**src/rtl/clus_pkg.sv**
```systemverilog
package clus_pkg;
    localparam int CELLS    = 4;
    localparam int OP_W     = 3;
    localparam int REPLICAS = 3;

    typedef enum logic [OP_W-1:0] {
        OP_ZERO  = 3'd0,
        OP_ADD   = 3'd1,
        OP_SUB   = 3'd2,
        OP_AND   = 3'd3,
        OP_OR    = 3'd4,
        OP_XOR   = 3'd5,
        OP_MAC   = 3'd6,
        OP_LDACC = 3'd7
    } alu_op_e;
endpackage

```
**src/rtl/tri_store.sv**
```systemverilog
module tri_store #(
    parameter int W      = 8,
    parameter bit TRIPLE = 1'b1
) (
    input  logic         clk,
    input  logic         rst_n,
    input  logic         we,
    input  logic [W-1:0] din,
    input  logic [W-1:0] flip,
    input  logic [2:0]   flip_copy,
    output logic [W-1:0] q
);
    if (TRIPLE) begin : g_tri
        logic [W-1:0] copy_q [3];
        logic [W-1:0] copy_d [3];
        logic [W-1:0] voted;
        logic [W-1:0] base;

        always_comb begin
            voted = (copy_q[0] & copy_q[1]) | (copy_q[0] & copy_q[2]) | (copy_q[1] & copy_q[2]);
            base  = we ? din : voted;
            for (int k = 0; k < 3; k++) begin
                copy_d[k] = base ^ (flip & {W{flip_copy[k]}});
            end
        end

        always_ff @(posedge clk or negedge rst_n) begin
            if (!rst_n) begin
                for (int k = 0; k < 3; k++) copy_q[k] <= '0;
            end else begin
                for (int k = 0; k < 3; k++) copy_q[k] <= copy_d[k];
            end
        end

        assign q = voted;


        single_copy_hold_chk: assert property (@(posedge clk) disable iff (!rst_n)
            (!we && $countones(flip_copy) <= 1) |=> $stable(q));
    end else begin : g_one
        logic [W-1:0] one_q;
        logic [W-1:0] one_d;

        always_comb begin
            one_d = (we ? din : one_q) ^ (flip & {W{|flip_copy}});
        end

        always_ff @(posedge clk or negedge rst_n) begin
            if (!rst_n) one_q <= '0;
            else        one_q <= one_d;
        end

        assign q = one_q;
    end


    clean_write_chk: assert property (@(posedge clk) disable iff (!rst_n)
        (we && ((flip & {W{|flip_copy}}) == '0)) |=> (q == $past(din)));
endmodule

```
**src/rtl/cell_unit.sv**
```systemverilog
module cell_unit
    import clus_pkg::*;
#(
    parameter int W      = 16,
    parameter bit TRIPLE = 1'b0
) (
    input  logic                clk,
    input  logic                rst_n,
    input  logic                cfg_ld,
    input  logic [W+OP_W:0]     cfg_din,
    input  logic [W-1:0]        a,
    input  logic [W-1:0]        b,
    input  logic [W+OP_W:0]     cfg_flip,
    input  logic [W-1:0]        acc_flip,
    output logic [W-1:0]        res,
    output logic [W+OP_W:0]     cfg_q
);
    localparam int CFG_W = W + OP_W + 1;

    typedef struct packed {
        logic [W-1:0] res;
        logic [W-1:0] acc;
        logic         acc_we;
    } cell_nxt_t;

    cell_nxt_t    nxt_d;
    alu_op_e      op;
    logic [W-1:0] b_eff;
    logic [W-1:0] prod;
    logic [W-1:0] acc_q;
    logic [W-1:0] res_q;

    tri_store #(.W(CFG_W), .TRIPLE(TRIPLE)) u_cfg (
        .clk(clk), .rst_n(rst_n), .we(cfg_ld), .din(cfg_din),
        .flip(cfg_flip), .flip_copy(3'b001), .q(cfg_q)
    );

    tri_store #(.W(W), .TRIPLE(TRIPLE)) u_acc (
        .clk(clk), .rst_n(rst_n), .we(nxt_d.acc_we), .din(nxt_d.acc),
        .flip(acc_flip), .flip_copy(3'b001), .q(acc_q)
    );

    tri_store #(.W(W), .TRIPLE(TRIPLE)) u_res (
        .clk(clk), .rst_n(rst_n), .we(1'b1), .din(nxt_d.res),
        .flip('0), .flip_copy(3'b000), .q(res_q)
    );

    always_comb begin
        op     = alu_op_e'(cfg_q[CFG_W-1 -: OP_W]);
        b_eff  = cfg_q[W] ? cfg_q[W-1:0] : b;
        prod   = a * b_eff;
        nxt_d  = '{res: '0, acc: acc_q, acc_we: 1'b0};
        unique case (op)
            OP_ZERO:  nxt_d.res = '0;
            OP_ADD:   nxt_d.res = a + b_eff;
            OP_SUB:   nxt_d.res = a - b_eff;
            OP_AND:   nxt_d.res = a & b_eff;
            OP_OR:    nxt_d.res = a | b_eff;
            OP_XOR:   nxt_d.res = a ^ b_eff;
            OP_MAC: begin
                nxt_d.acc    = acc_q + prod;
                nxt_d.acc_we = 1'b1;
                nxt_d.res    = acc_q + prod;
            end
            OP_LDACC: begin
                nxt_d.acc    = a;
                nxt_d.acc_we = 1'b1;
                nxt_d.res    = a;
            end
            default:  nxt_d.res = '0;
        endcase
    end

    assign res = res_q;


    add_result_chk: assert property (@(posedge clk) disable iff (!rst_n)
        (op == OP_ADD) |=> (res_q == $past(a + b_eff)));


    ldacc_load_chk: assert property (@(posedge clk) disable iff (!rst_n)
        (op == OP_LDACC && acc_flip == '0) |=> (acc_q == $past(a)));
endmodule

```
**src/rtl/tmr_cell_cluster.sv**
```systemverilog
module tmr_cell_cluster
    import clus_pkg::*;
#(
    parameter int W           = 16,
    parameter bit CELL_TRIPLE = 1'b0
) (
    input  logic                          clk,
    input  logic                          rst_n,
    input  logic                          mode_we,
    input  logic                          mode_in,
    input  logic [2:0]                    upset_mode,
    input  logic [CELLS-1:0]              cfg_we,
    input  logic [CELLS*(W+OP_W+1)-1:0]   cfg_in,
    input  logic [CELLS*W-1:0]            opa,
    input  logic [CELLS*W-1:0]            opb,
    input  logic [CELLS*(W+OP_W+1)-1:0]   upset_cfg,
    input  logic [CELLS*W-1:0]            upset_acc,
    output logic [CELLS*W-1:0]            cell_out,
    output logic [W-1:0]                  voted_out
);
    localparam int CFG_W = W + OP_W + 1;

    logic         red_mode;
    logic [W-1:0] res_w  [CELLS];
    logic [CFG_W-1:0] cfgq_w [CELLS];

    tri_store #(.W(1), .TRIPLE(1'b1)) u_mode (
        .clk(clk), .rst_n(rst_n), .we(mode_we), .din(mode_in),
        .flip(1'b1), .flip_copy(upset_mode), .q(red_mode)
    );

    for (genvar i = 0; i < CELLS; i++) begin : g_cell
        localparam int SRC_RED = (i >= 1 && i < REPLICAS) ? 0 : i;

        logic             ld_w;
        logic [CFG_W-1:0] din_w;
        logic [W-1:0]     a_w;
        logic [W-1:0]     b_w;

        always_comb begin
            if (red_mode) begin
                ld_w  = cfg_we[SRC_RED];
                din_w = cfg_in[SRC_RED*CFG_W +: CFG_W];
                a_w   = opa[SRC_RED*W +: W];
                b_w   = opb[SRC_RED*W +: W];
            end else begin
                ld_w  = cfg_we[i];
                din_w = cfg_in[i*CFG_W +: CFG_W];
                a_w   = opa[i*W +: W];
                b_w   = opb[i*W +: W];
            end
        end

        cell_unit #(.W(W), .TRIPLE(CELL_TRIPLE)) u_cell (
            .clk(clk), .rst_n(rst_n), .cfg_ld(ld_w), .cfg_din(din_w),
            .a(a_w), .b(b_w),
            .cfg_flip(upset_cfg[i*CFG_W +: CFG_W]),
            .acc_flip(upset_acc[i*W +: W]),
            .res(res_w[i]), .cfg_q(cfgq_w[i])
        );

        assign cell_out[i*W +: W] = res_w[i];
    end

    always_comb begin
        if (red_mode) begin
            voted_out = (res_w[0] & res_w[1]) | (res_w[0] & res_w[2]) | (res_w[1] & res_w[2]);
        end else begin
            voted_out = res_w[0];
        end
    end


    pair_agree_chk: assert property (@(posedge clk) disable iff (!rst_n)
        (red_mode && res_w[1] == res_w[2]) |-> (voted_out == res_w[1]));


    replica_cfg_chk: assert property (@(posedge clk) disable iff (!rst_n)
        (red_mode && cfg_we[0] && upset_cfg[REPLICAS*CFG_W-1:0] == '0)
        |=> (cfgq_w[0] == cfgq_w[1] && cfgq_w[1] == cfgq_w[2]));
endmodule

```
**config.mk**
```make
export PLATFORM = sky130hd
export DESIGN_NAME = tmr_cell_cluster
export DESIGN_NICKNAME = d
export VERILOG_FILES = /design/src/rtl/clus_pkg.sv /design/src/rtl/tri_store.sv /design/src/rtl/cell_unit.sv /design/src/rtl/tmr_cell_cluster.sv
export SDC_FILE = /design/constraint.sdc
export NUM_CORES = 2
export LEC_CHECK = 0
export BUFFER_PORTS_ARGS = -buffer_cell sky130_fd_sc_hd__buf_2
export CAP_MARGIN = 30
export CORE_UTILIZATION = 35
export DETAILED_ROUTE_END_ITERATION = 8
export GPL_ROUTABILITY_DRIVEN = 0
export HOLD_SLACK_MARGIN = 0.06
export PLACE_DENSITY_LB_ADDON = 0.05
export SYNTH_ARGS = -nofsm -noshare
export SYNTH_HDL_FRONTEND = slang
export SYNTH_SLANG_ARGS = --single-unit
```
**constraint.sdc**
```tcl
create_clock -name clk -period 7.3 [get_ports clk]
set_input_delay 1.095 -clock clk [delete_from_list [all_inputs] [get_ports clk]]
set_output_delay 1.095 -clock clk [all_outputs]
set_load 0.02 [all_outputs]
```
==> metrics.txt <==
Final Skew=34.8 ps; Iter 0 DRT Violations=2536; H-tree level count=2; CTS root buf=clkbuf_16; Hold Crit Class=primary input to async pin; RSZ-0062 raised after global routing=yes; Hold Fails Final Rpt=0; Syn-to-layout area delta=19.0%; post-synthesis sequential area ratio=14.8%; row cnt=116; ranking of synthesized cells by area=fa_1 (21%), dfrtp_1 (15%), ha_1 (14%); met1 wire length=68900 um; I/O pins=443; Worst Path Arrival=7610 ps; core footprint=101000 um2; Setup violations, final=0; total CTS buffers=34; first-pass GRT wire length=229000 um; number of synthesized flops with an enable pin=0; CP endpoint=g_cell[1].u_cell.u_acc.q[15]$_DFF_PN0_; setup_tns=0 ps; worst hold slack=445 ps; Yosys cell types=86; FF-to-FF path depth=26; Final min period=7090 ps; die height=321 um; Routed WL per cell=25.4 um; Die W=321 um; top cells by count, synth=inv_1 (755), nand2_1 (474), nor2_1 (413), ha_1 (400), fa_1 (380); antenna violations before repair=25; Req. time, crit path=7830 ps; Yosys reg bits=211; post-synth top area cell=fa_1; grt ovf=0; overall routing resource usage=31.0%; DP Area=41100 um2; Post-Syn Instances=4270; cell area after layout=42400 um2; status=finished, final reports clean; met2 WL=69800 um; full die area=103000 um2; layout cells sized above 1=18.1%; Met3 Routed Length=14100 um; final wirelength=159000 um; worst slew pin tran=1210 ps; Via Count=31881; critical path launch point type=register; register-to-register setup slack=210 ps; largest buffer count on any clock path=3; Crit Path Category=register to register; cell area after synthesis=35700 um2; max cap viols=0; Setup crit start=u_mode.g_tri.copy_q[0]$_DFF_PN0_; Syn Nets=5413; share of the synthesized area in the top cell type=21.3%; worst skew pair latency=600 ps; Residual DRC=0; Max Slew Vio Count=0; DR pass1 iterations=5; post-route ant nets=0; CTS sink count=211; FF-to-FF Start=u_mode.g_tri.copy_q[0]$_DFF_PN0_; Synth Warn #=0; top sig layer=met5; Worst-path clk slew=60 ps; vias in the first global route=32540; Max Clock Freq=141 MHz; largest net degree at the start of global routing=127; Mean Syn Cell Area=8.35 um2; r2r endpoint=g_cell[1].u_cell.u_acc.q[15]$_DFF_PN0_; ys async rst share=100%; HPWL after detailed placement=135000 um; most common cell in the netlist=inv_1; ys flop type=dfrtp_1; port buffer count=442; slew margin rel.=19.4%; CTS tree=built; worst-path fanout max=11; Final #Nets=6025; Vias/cell=5.09; post-route clock period utilization=97.1%; crit end category=register; initial core utilization=35.5%
[area by class of cell]
cell class	instances	area (um2)
timing repair buffer	733	4470
clock buffer	46	1000
clock inverter	13	190
sequential	211	5290
multi-input combinational	3120	26800
inverter	782	2940
antenna	7	17.5
tap	1357	1700
fill	10447	58100
[per-stage QoR]
stage / cells / worst slack, ps / util [%]
4_1_cts: 6254 / 128 / 42.1
5_1_grt: 6265 / -36.7 / 42.2
2_1_floorplan: 4270 / 192 / -
6_report: 6269 / 215 / 42.2
3_3_place_gp: 6193 / -51.3 / 40.9
3_5_place_dp: 6195 / -73.6 / 40.9
[cell families (layout without fill, tap and decap cells)]
group,after synthesis,in the layout,synth area share (%)
other cells,0,7,0
buf+inv,940,1574,10.1
fa+ha+maj,781,781,35.4
xor+xnor,411,411,10.5
simple gates,1067,1067,12.4
mux,144,144,4.35
flops,211,211,14.8
compound gates,716,717,12.5
[sequential cells by signal, indices dropped and copies added (netlist names)]
register               cells
g_cell.u_cell.u_cfg.q     80
g_cell.u_cell.u_acc.q     64
u_mode.g_tri.copy_q        3
g_cell.u_cell.u_res.q     64
[per-layer routing]
metal  vias to the layer above  track usage (%)
li1                      14794                -
met1                     15598             41.6
met2                      1239             48.2
met3                       230             7.73
met4                        20             10.8
met5                         -                0
[timing repair]
action	in CTS	in global routing
pin swaps	0	6
cloned	0	1
hold buffers	0	0
gates resized for setup	1	7
setup buffers	0	7
setup endpoints to repair	1	13
[worst max-delay path, cell delays in order, from the launching register on]
cell and delay [ps]:
dfrtp_2 420, maj3_4 390, buf_12 160, buf_4 180, nor2_1 400, a21o_1 220, nor2_1 90, fa_1 510
inv_1 60, fa_1 510, fa_1 520, inv_1 60, fa_1 530, inv_1 50, fa_1 450, fa_1 390
xnor2_1 190, xnor2_1 150, xnor2_1 150, xnor2_1 160, xnor2_1 160, xnor3_1 440, xnor3_1 230, xor2_1 140
nand2_1 90, a31oi_1 200, xor2_1 150
[worst min path at each step]
| stage | depth (start not counted) | slack, ps | start | endpoint |
|---|---|---|---|---|
| floorplan | 2 | 520 | g_cell[1].u_cell.u_cfg.q[10]$_DFF_PN0_ | g_cell[1].u_cell.u_cfg.q[10]$_DFF_PN0_ |
| global placement | 3 | 550 | g_cell[0].u_cell.u_acc.q[8]$_DFF_PN0_ | g_cell[0].u_cell.u_acc.q[8]$_DFF_PN0_ |
| detailed placement | 3 | 550 | g_cell[0].u_cell.u_acc.q[8]$_DFF_PN0_ | g_cell[0].u_cell.u_acc.q[8]$_DFF_PN0_ |
| CTS | 1 | 490 | rst_n | g_cell[1].u_cell.u_acc.q[6]$_DFF_PN0_ |
| global route | 1 | 510 | rst_n | g_cell[1].u_cell.u_acc.q[6]$_DFF_PN0_ |
| finish | 1 | 440 | rst_n | g_cell[1].u_cell.u_acc.q[6]$_DFF_PN0_ |
[cells in the final DEF (no fill, tap or decap), types with 10 or more instances in the layout]
master / netlist / final
mux2i_1: 107 / 107
and2_1: 34 / 34
nand3_1: 23 / 23
a221oi_1: 12 / 12
a21oi_1: 252 / 250
inv_1: 755 / 755
a22oi_1: 38 / 38
o21ai_0: 173 / 171
and3_1: 11 / 11
a31oi_1: 12 / 12
xor2_1: 76 / 76
mux2_2: 26 / 26
a211oi_1: 18 / 18
xnor2_1: 324 / 323
clkinv_1: 12 / 12
fa_1: 380 / 380
clkbuf_16: 0 / 37
nor3_1: 22 / 22
a21o_1: 30 / 30
nor2b_1: 21 / 20
nand2_1: 474 / 474
dfrtp_1: 211 / 207
o211ai_1: 28 / 28
ha_1: 400 / 400
buf_2: 14 / 441
o21bai_1: 22 / 22
nor2_1: 413 / 412
a21boi_0: 10 / 10
o21ai_2: 11 / 11
nand2b_1: 32 / 32
o21a_1: 13 / 13
buf_4: 2 / 285
o31ai_1: 12 / 12
inv_2: 14 / 14
Power is not shown: default switching activity piles up to over one toggle a cycle in this logic, so the estimate is an artifact.
